===== src/rtl/drfsh_pkg.sv =====
package drfsh_pkg;
  typedef enum logic [1:0] {
    ST_PWRUP = 2'd0,
    ST_IDLE  = 2'd1,
    ST_ASK   = 2'd2,
    ST_RUN   = 2'd3
  } seq_state_t;
endpackage


===== src/rtl/cbr_strobe_gen.sv =====
// One CBR cycle per start: CAS lead, RAS low, precharge. Restartable on its last clock.
module cbr_strobe_gen #(
  parameter int CAS_LEAD = 1,
  parameter int RAS_LOW  = 4,
  parameter int RAS_HIGH = 3
) (
  input  logic clk,
  input  logic rst_n,
  input  logic start,
  output logic last,
  output logic ras_n,
  output logic cas_n
);
  localparam int CYC_LEN = CAS_LEAD + RAS_LOW + RAS_HIGH;
  localparam int CW      = $clog2(CYC_LEN + 1);

  logic          active;
  logic [CW-1:0] cnt;

  assign last = active && (cnt == CW'(CYC_LEN - 1));

  always_ff @(posedge clk or negedge rst_n) begin
    if (!rst_n) begin
      active <= 1'b0;
      cnt    <= '0;
    end else if (active && !last) begin
      cnt <= cnt + 1'b1;
    end else if (start) begin
      active <= 1'b1;
      cnt    <= '0;
    end else begin
      active <= 1'b0;
    end
  end

  assign cas_n = !(active && (cnt < CW'(CAS_LEAD + RAS_LOW)));
  assign ras_n = !(active && (cnt >= CW'(CAS_LEAD)) && (cnt < CW'(CAS_LEAD + RAS_LOW)));

  assert_cas_leads_R4: assert property (@(posedge clk) disable iff (!rst_n)
    $fell(ras_n) |-> (!cas_n && $past(!cas_n)));
  assert_cas_covers_ras_R4: assert property (@(posedge clk) disable iff (!rst_n)
    !ras_n |-> !cas_n);
endmodule


===== src/rtl/refi_timer.sv =====
// Interval timer plus saturating count of refresh slots still owed.
module refi_timer #(
  parameter int REFI_CYCLES = 1500,
  parameter int MAX_OWED    = 8
) (
  input  logic                           clk,
  input  logic                           rst_n,
  input  logic                           run,
  input  logic                           take,
  output logic                           tick,
  output logic [$clog2(MAX_OWED+1)-1:0]  owed
);
  localparam int TW = $clog2(REFI_CYCLES + 1);
  localparam int OW = $clog2(MAX_OWED + 1);

  logic [TW-1:0] tcnt;

  assign tick = run && (tcnt == TW'(REFI_CYCLES - 1));

  always_ff @(posedge clk or negedge rst_n) begin
    if (!rst_n) begin
      tcnt <= '0;
    end else if (!run || tick) begin
      tcnt <= '0;
    end else begin
      tcnt <= tcnt + 1'b1;
    end
  end

  always_ff @(posedge clk or negedge rst_n) begin
    if (!rst_n) begin
      owed <= '0;
    end else if (!run) begin
      owed <= '0;
    end else begin
      case ({tick, take})
        2'b10:   if (owed != OW'(MAX_OWED)) owed <= owed + 1'b1;
        2'b01:   if (owed != '0) owed <= owed - 1'b1;
        default: owed <= owed;
      endcase
    end
  end

  assert_owed_cap_R9: assert property (@(posedge clk) disable iff (!rst_n)
    owed <= OW'(MAX_OWED));
  assert_owed_step_R8: assert property (@(posedge clk) disable iff (!rst_n)
    (owed > $past(owed)) |-> (owed == $past(owed) + 1'b1));
endmodule


===== src/rtl/dram_refresh_seq.sv =====
module dram_refresh_seq
  import drfsh_pkg::*;
#(
  parameter int CAS_LEAD     = 1,
  parameter int RAS_LOW      = 4,
  parameter int RAS_HIGH     = 3,
  parameter int PWRUP_CYCLES = 20000,
  parameter int INIT_CYCLES  = 8,
  parameter int REFI_CYCLES  = 1500,
  parameter int MAX_OWED     = 8
) (
  input  logic clk,
  input  logic rst_n,
  input  logic gnt,
  output logic req,
  output logic ras_n,
  output logic ucas_n,
  output logic lcas_n,
  output logic we_n,
  output logic oe_n,
  output logic dq_oe,
  output logic init_done
);
  localparam int PW = $clog2(PWRUP_CYCLES + 1);
  localparam int IW = $clog2(INIT_CYCLES + 1);
  localparam int OW = $clog2(MAX_OWED + 1);

  seq_state_t    state;
  logic [PW-1:0] pwr_cnt;
  logic [IW-1:0] init_left;
  logic [OW-1:0] owed;
  logic          tick, eng_last, eng_start, take, more, cas_n;

  refi_timer #(.REFI_CYCLES(REFI_CYCLES), .MAX_OWED(MAX_OWED)) u_timer (
    .clk(clk), .rst_n(rst_n), .run(init_done), .take(take), .tick(tick), .owed(owed)
  );

  cbr_strobe_gen #(.CAS_LEAD(CAS_LEAD), .RAS_LOW(RAS_LOW), .RAS_HIGH(RAS_HIGH)) u_strobe (
    .clk(clk), .rst_n(rst_n), .start(eng_start), .last(eng_last), .ras_n(ras_n), .cas_n(cas_n)
  );

  always_comb begin
    if (!init_done) more = (init_left > IW'(1));
    else            more = (owed > OW'(1)) || tick;
  end

  assign take      = eng_last && init_done;
  assign eng_start = ((state == ST_ASK) && gnt) || ((state == ST_RUN) && eng_last && more);

  always_ff @(posedge clk or negedge rst_n) begin
    if (!rst_n) begin
      state     <= ST_PWRUP;
      pwr_cnt   <= '0;
      init_left <= '0;
      init_done <= 1'b0;
    end else begin
      case (state)
        ST_PWRUP: begin
          if (pwr_cnt == PW'(PWRUP_CYCLES - 1)) begin
            state     <= ST_ASK;
            init_left <= IW'(INIT_CYCLES);
          end else begin
            pwr_cnt <= pwr_cnt + 1'b1;
          end
        end
        ST_IDLE: if (owed != '0) state <= ST_ASK;
        ST_ASK:  if (gnt) state <= ST_RUN;
        ST_RUN: begin
          if (eng_last) begin
            if (!init_done) init_left <= init_left - 1'b1;
            if (!more) begin
              state     <= ST_IDLE;
              init_done <= 1'b1;
            end
          end
        end
        default: state <= ST_PWRUP;
      endcase
    end
  end

  assign req    = (state == ST_ASK) || (state == ST_RUN);
  assign ucas_n = cas_n;
  assign lcas_n = cas_n;
  assign we_n   = 1'b1;
  assign oe_n   = 1'b1;
  assign dq_oe  = 1'b0;

  assert_strobe_needs_req_R6: assert property (@(posedge clk) disable iff (!rst_n)
    (!ras_n || !ucas_n) |-> req);
  assert_done_sticky_R3: assert property (@(posedge clk) disable iff (!rst_n)
    init_done |=> init_done);
  assert_pause_quiet_R2: assert property (@(posedge clk) disable iff (!rst_n)
    (state == ST_PWRUP) |-> (ras_n && !init_done));
endmodule


===== config.mk =====
export PLATFORM = sky130hd
export DESIGN_NAME = dram_refresh_seq
export DESIGN_NICKNAME = d
export VERILOG_FILES = /design/src/rtl/drfsh_pkg.sv /design/src/rtl/cbr_strobe_gen.sv /design/src/rtl/refi_timer.sv /design/src/rtl/dram_refresh_seq.sv
export SDC_FILE = /design/constraint.sdc
export NUM_CORES = 1
export LEC_CHECK = 0
export BUFFER_PORTS_ARGS = -buffer_cell sky130_fd_sc_hd__buf_2
export CORE_ASPECT_RATIO = 0.9
export CORE_UTILIZATION = 61
export DETAILED_ROUTE_END_ITERATION = 10
export GPL_TIMING_DRIVEN = 0
export PLACE_DENSITY = 0.78
export SLEW_MARGIN = 20
export SYNTH_ARGS = -nofsm -noshare
export SYNTH_HDL_FRONTEND = slang
export SYNTH_SLANG_ARGS = --single-unit

===== constraint.sdc =====
create_clock -name clk -period 2.05 [get_ports clk]
set_input_delay 0.5125 -clock clk [delete_from_list [all_inputs] [get_ports clk]]
set_output_delay 0.5125 -clock clk [all_outputs]
set_load 0.005 [all_outputs]

==> impl_summary.txt <==
----------------------------------------------------
[Global routing]
  Number of global-route vias before repair ... about 1500
  Maximum number of pins on one net before global-route repair ... 43
  Wire length of the first global-routing pass ... roughly 6400 um
  Antenna violations before repair ... 0
  Overall routing resource usage ... about a fifth
  Residual overflow from global routing ... 0

[Synth]
  Post-synthesis sequential area ratio ... approximately 45%
  Netlist area before placement ... around 0.0024 mm2
  Library cell with the largest summed area after synthesis ... sky130_fd_sc_hd__dfrtp_1
  Register bit total from synthesis ... 42
  Ys flop type ... sky130_fd_sc_hd__dfrtp_1
  Top area cells in the synthesized netlist ... sky130_fd_sc_hd__dfrtp_1 (45%), sky130_fd_sc_hd__xnor2_1 (7.4%), sky130_fd_sc_hd__ha_1 (5.3%)
  Yosys warning total ... 0
  Post-synthesis async set-or-reset flop share ... between 90% and 100%
  Avg Synthesized Cell Area ... 10.34 um2
  Post-synth cell types ... 54
  Fraction of synthesized cell area taken by the top area cell type ... between 40% and 50%
  Post-synthesis instance total ... ~230
  Number of flops mapped to enable cells by yosys ... 0

[Pwr]
  Leakage ... ~0.0012 uW
  Switching power ... about 450 uW
  Reg power frac ... 54.0%
  Share of total power consumed by net switching ... 25.01%
  Power per unit of standard cell area ... between 700 and 800 mW/mm2
  Worst vdd rail ir drop ... between 0.6 and 0.7 mV
  Part of the total power dissipated in combinational logic ... between 10% and 20%
  Internal power ... between 1000 and 1500 uW
  Power share of the clock group ... roughly a third

[Clocking]
  Clock transition time at the flip-flop clock pins of the worst setup and hold paths ... about 80 ps
  Library cell used as clock root buffer ... sky130_fd_sc_hd__clkbuf_8
  CTS buffer count ... 5
  Post-cts hold buffer count ... 0
  Maximum count of clock buffers along a single path ... 2
  TritonCTS clock tree ... yes
  Number of clock sinks ... between 40 and 50
  Clock latency on the worst-skew pair ... ~290 ps
  Total number of H-tree levels ... 2

[Floorplanning]
  Die Height ... slightly above 60 um
  Area of the core ... about 0.0037 mm2
  Die footprint ... between 0.004 and 0.005 mm2
  Effective utilization at floorplan ... roughly 64%
  Die Span X ... around 68 um
  Number of top-level pins ... 11
  Number of placement rows ... 21

[Routing]
  1st-pass router iterations ... 4
  DR DRC count ... 0
  Detailed-route via count ... 1646
  Total wire length after detailed routing ... approximately 3900 um
  Average wire per cell in the routed design ... 13.37 um
  Via density per instance ... between 5 and 6
  DRT iter0 DRCs ... slightly above 100
  Residual antenna-violating net count after detailed routing ... 0

[Final layout]
  Area Growth Syn to Fin ... 9.713%
  Layout cell share with drive strength beyond 1 ... a little under a fifth
  Final design area excluding fillers ... 0.002586 mm2
  Net total in the final layout ... around 260
  Count of inserted antenna diode cells ... 0

[Placed design]
  Gpl congestion ... 0.7940
  Area post-placement ... roughly 0.0025 mm2
  Count of port buffers added during placement ... 7
  Post-placement setup slack ... 210.8 ps
  DPL Wire Length ... 2678 um

[STA]
  Max Fclk ... between 500 and 600 MHz
  Ratio of final minimum period to clock period ... roughly 94%
  Tmin final ... 1933 ps
  Pins Over Slew Limit ... 0
  Final setup viols ... 0
  Fin Clk Skew ... between 1.5 and 2 ps
  Slew at the pin with the worst max-slew slack ... between 900 and 1000 ps
  Final worst setup slack ... 117.4 ps
  Hold WS ... 348.3 ps
  Worst slew slack as a fraction of its limit ... 39.50%
  Number of hold-slack violations in the final timing report ... 0

[Worst setup path]
  Worst endpoint data arrival time ... between 1000 and 1500 ps
  Startpoint kind of the worst setup timing path ... flop
  Data required, critical path ... around 1500 ps
  Setup CP Type ... reg2out
  Max FO, Critical Path ... 4
  Startpoint of the worst-slack reg-to-reg timing path ... u_timer.owed[0]$_DFFE_PN0P_
  Worst setup path startpoint ... u_strobe.cnt[0]$_DFFE_PN0P_
  Critical Path End Type ... output pin

[Hold path]
  Class of the worst hold path ... in2async

[Run status]
  Result of the run ... finished, final reports clean

[Job]
  Max cap viols ... 0

----------------------------------------------------
==> state kept, by name, summed over array words and instances, names as in the netlist <==
register and count:
init_left 4, u_timer.owed 4, init_done 1, u_strobe.cnt 4
u_strobe.active 1, u_timer.tcnt 11, state 2, pwr_cnt 15
==> cell type report <==
class / count / area (um2)
multi-input cells: 165 / 1199
fillers: 260 / 1119
flip-flops and latches: 42 / 1052
plain buffers: 12 / 73.82
clock buffers: 5 / 68.82
repair buffers: 10 / 57.56
well taps: 46 / 57.56
clock inverters: 3 / 40.04
inverters: 10 / 37.54
==> critical path, stage by stage (launching register included) <==
cell and delay (ps):
sky130_fd_sc_hd__dfrtp_2 430, sky130_fd_sc_hd__inv_1 60, sky130_fd_sc_hd__ha_1 150, sky130_fd_sc_hd__nand2b_1 100, sky130_fd_sc_hd__nand3b_1 100, sky130_fd_sc_hd__a21o_1 170
sky130_fd_sc_hd__buf_2 120
==> layer usage <==
| layer | global-route usage (%) | up-vias | routed length (um) |
|---|---|---|---|
| met5 | 0 | - | 0 |
| met4 | 8.207 | 0 | 55 |
| met3 | 5.075 | 7 | 85 |
| met2 | 35.79 | 17 | 1837 |
| met1 | 26.23 | 801 | 1937 |
| li1 | - | 821 | - |
==> Yosys cell counts (2+ instances only) <==
| library cell | number |
|---|---|
| sky130_fd_sc_hd__and3b_1 | 2 |
| sky130_fd_sc_hd__dfrtp_1 | 42 |
| sky130_fd_sc_hd__buf_2 | 4 |
| sky130_fd_sc_hd__xnor2_1 | 20 |
| sky130_fd_sc_hd__and3_1 | 7 |
| sky130_fd_sc_hd__o21a_1 | 2 |
| sky130_fd_sc_hd__and2_1 | 4 |
| sky130_fd_sc_hd__o21ai_0 | 6 |
| sky130_fd_sc_hd__nor2_1 | 17 |
| sky130_fd_sc_hd__or3_1 | 2 |
| sky130_fd_sc_hd__nand3b_1 | 3 |
| sky130_fd_sc_hd__a21oi_1 | 4 |
| sky130_fd_sc_hd__nand4_1 | 7 |
| sky130_fd_sc_hd__and4bb_2 | 3 |
| sky130_fd_sc_hd__a31oi_1 | 2 |
| sky130_fd_sc_hd__xor2_1 | 9 |
| sky130_fd_sc_hd__ha_1 | 10 |
| sky130_fd_sc_hd__and4_1 | 2 |
| sky130_fd_sc_hd__buf_4 | 4 |
| sky130_fd_sc_hd__nand2_1 | 15 |
| sky130_fd_sc_hd__mux2i_1 | 4 |
| sky130_fd_sc_hd__nand3_1 | 11 |
| sky130_fd_sc_hd__clkbuf_1 | 2 |
| sky130_fd_sc_hd__conb_1 | 2 |
| sky130_fd_sc_hd__inv_1 | 10 |
| sky130_fd_sc_hd__nor3_1 | 3 |
| sky130_fd_sc_hd__nor4_1 | 2 |
| sky130_fd_sc_hd__nand2b_1 | 3 |
==> path summary, 6_finish.rpt <==
check / end / slack, ps / cells past startpoint
max: ras_n / 120 / 6
min: u_strobe.cnt[1]$_DFFE_PN0P_ / 350 / 1
max reg2reg: u_strobe.cnt[3]$_DFFE_PN0P_ / 180 / 7
min reg2reg: u_timer.tcnt[0]$_DFF_PN0_ / 460 / 1
max in group asynchronous: u_strobe.cnt[0]$_DFFE_PN0P_ / 1090 / 1
min in group clk: u_timer.tcnt[0]$_DFF_PN0_ / 460 / 1
==> timing repair <==
item / in CTS / in global routing
setup buffers: 0 / 3
gates resized for setup: 0 / 1
endpoints found under the setup margin: 0 / 2
==> metrics by stage <==
stage	util, %	total power [uW]	cells	TNS, ps
2_1_floorplan	-	1132	229	0
3_3_place_gp	66.23	1184	282	0
3_5_place_dp	66.23	1191	282	0
4_1_cts	69.17	1827	290	0
5_1_grt	69.81	1894	293	-5.850
6_report	69.81	1811	293	0
==> power by group through the flow <==
stage,combinational [uW],sequential (uW),clock (uW)
global route,228,989,677
CTS,199,979,649
detailed placement,198,993,0
finish,197,978,636
floorplan,154,978,0
global placement,192,991,0
==> cell usage in the layout (no fill, tap or decap), types with 3 or more instances in the layout <==
cell type                  count
sky130_fd_sc_hd__xor2_1        9
sky130_fd_sc_hd__conb_1        3
sky130_fd_sc_hd__nor3_1        3
sky130_fd_sc_hd__nand2b_1      3
sky130_fd_sc_hd__and4bb_2      3
sky130_fd_sc_hd__dfrtp_1      41
sky130_fd_sc_hd__ha_1         10
sky130_fd_sc_hd__buf_4         7
sky130_fd_sc_hd__a21oi_1       4
sky130_fd_sc_hd__nand3b_1      3
sky130_fd_sc_hd__and2_1        4
sky130_fd_sc_hd__nand4_1       7
sky130_fd_sc_hd__o21ai_0       6
sky130_fd_sc_hd__nor2_1       17
sky130_fd_sc_hd__xnor2_1      20
sky130_fd_sc_hd__nand2_1      15
sky130_fd_sc_hd__inv_1        10
sky130_fd_sc_hd__nand3_1      11
sky130_fd_sc_hd__clkbuf_8      5
sky130_fd_sc_hd__and3_1        7
sky130_fd_sc_hd__mux2i_1       4
sky130_fd_sc_hd__buf_2        11
==> kinds of logic (layout without fill, tap and decap cells) <==
family,after synthesis,after routing,share of synthesized area [%]
XOR/XNOR,29,29,10.78
flip-flops,42,42,44.59
multiplexers,5,5,2.176
buffers and inverters,22,40,4.724
other,2,3,0.3186
AND/OR/NAND/NOR,92,92,24.10
adder cells (fa/ha/maj),10,10,5.308
AO/OA/AOI/OAI,26,26,8.015
Power figures use the tool's default switching activity.
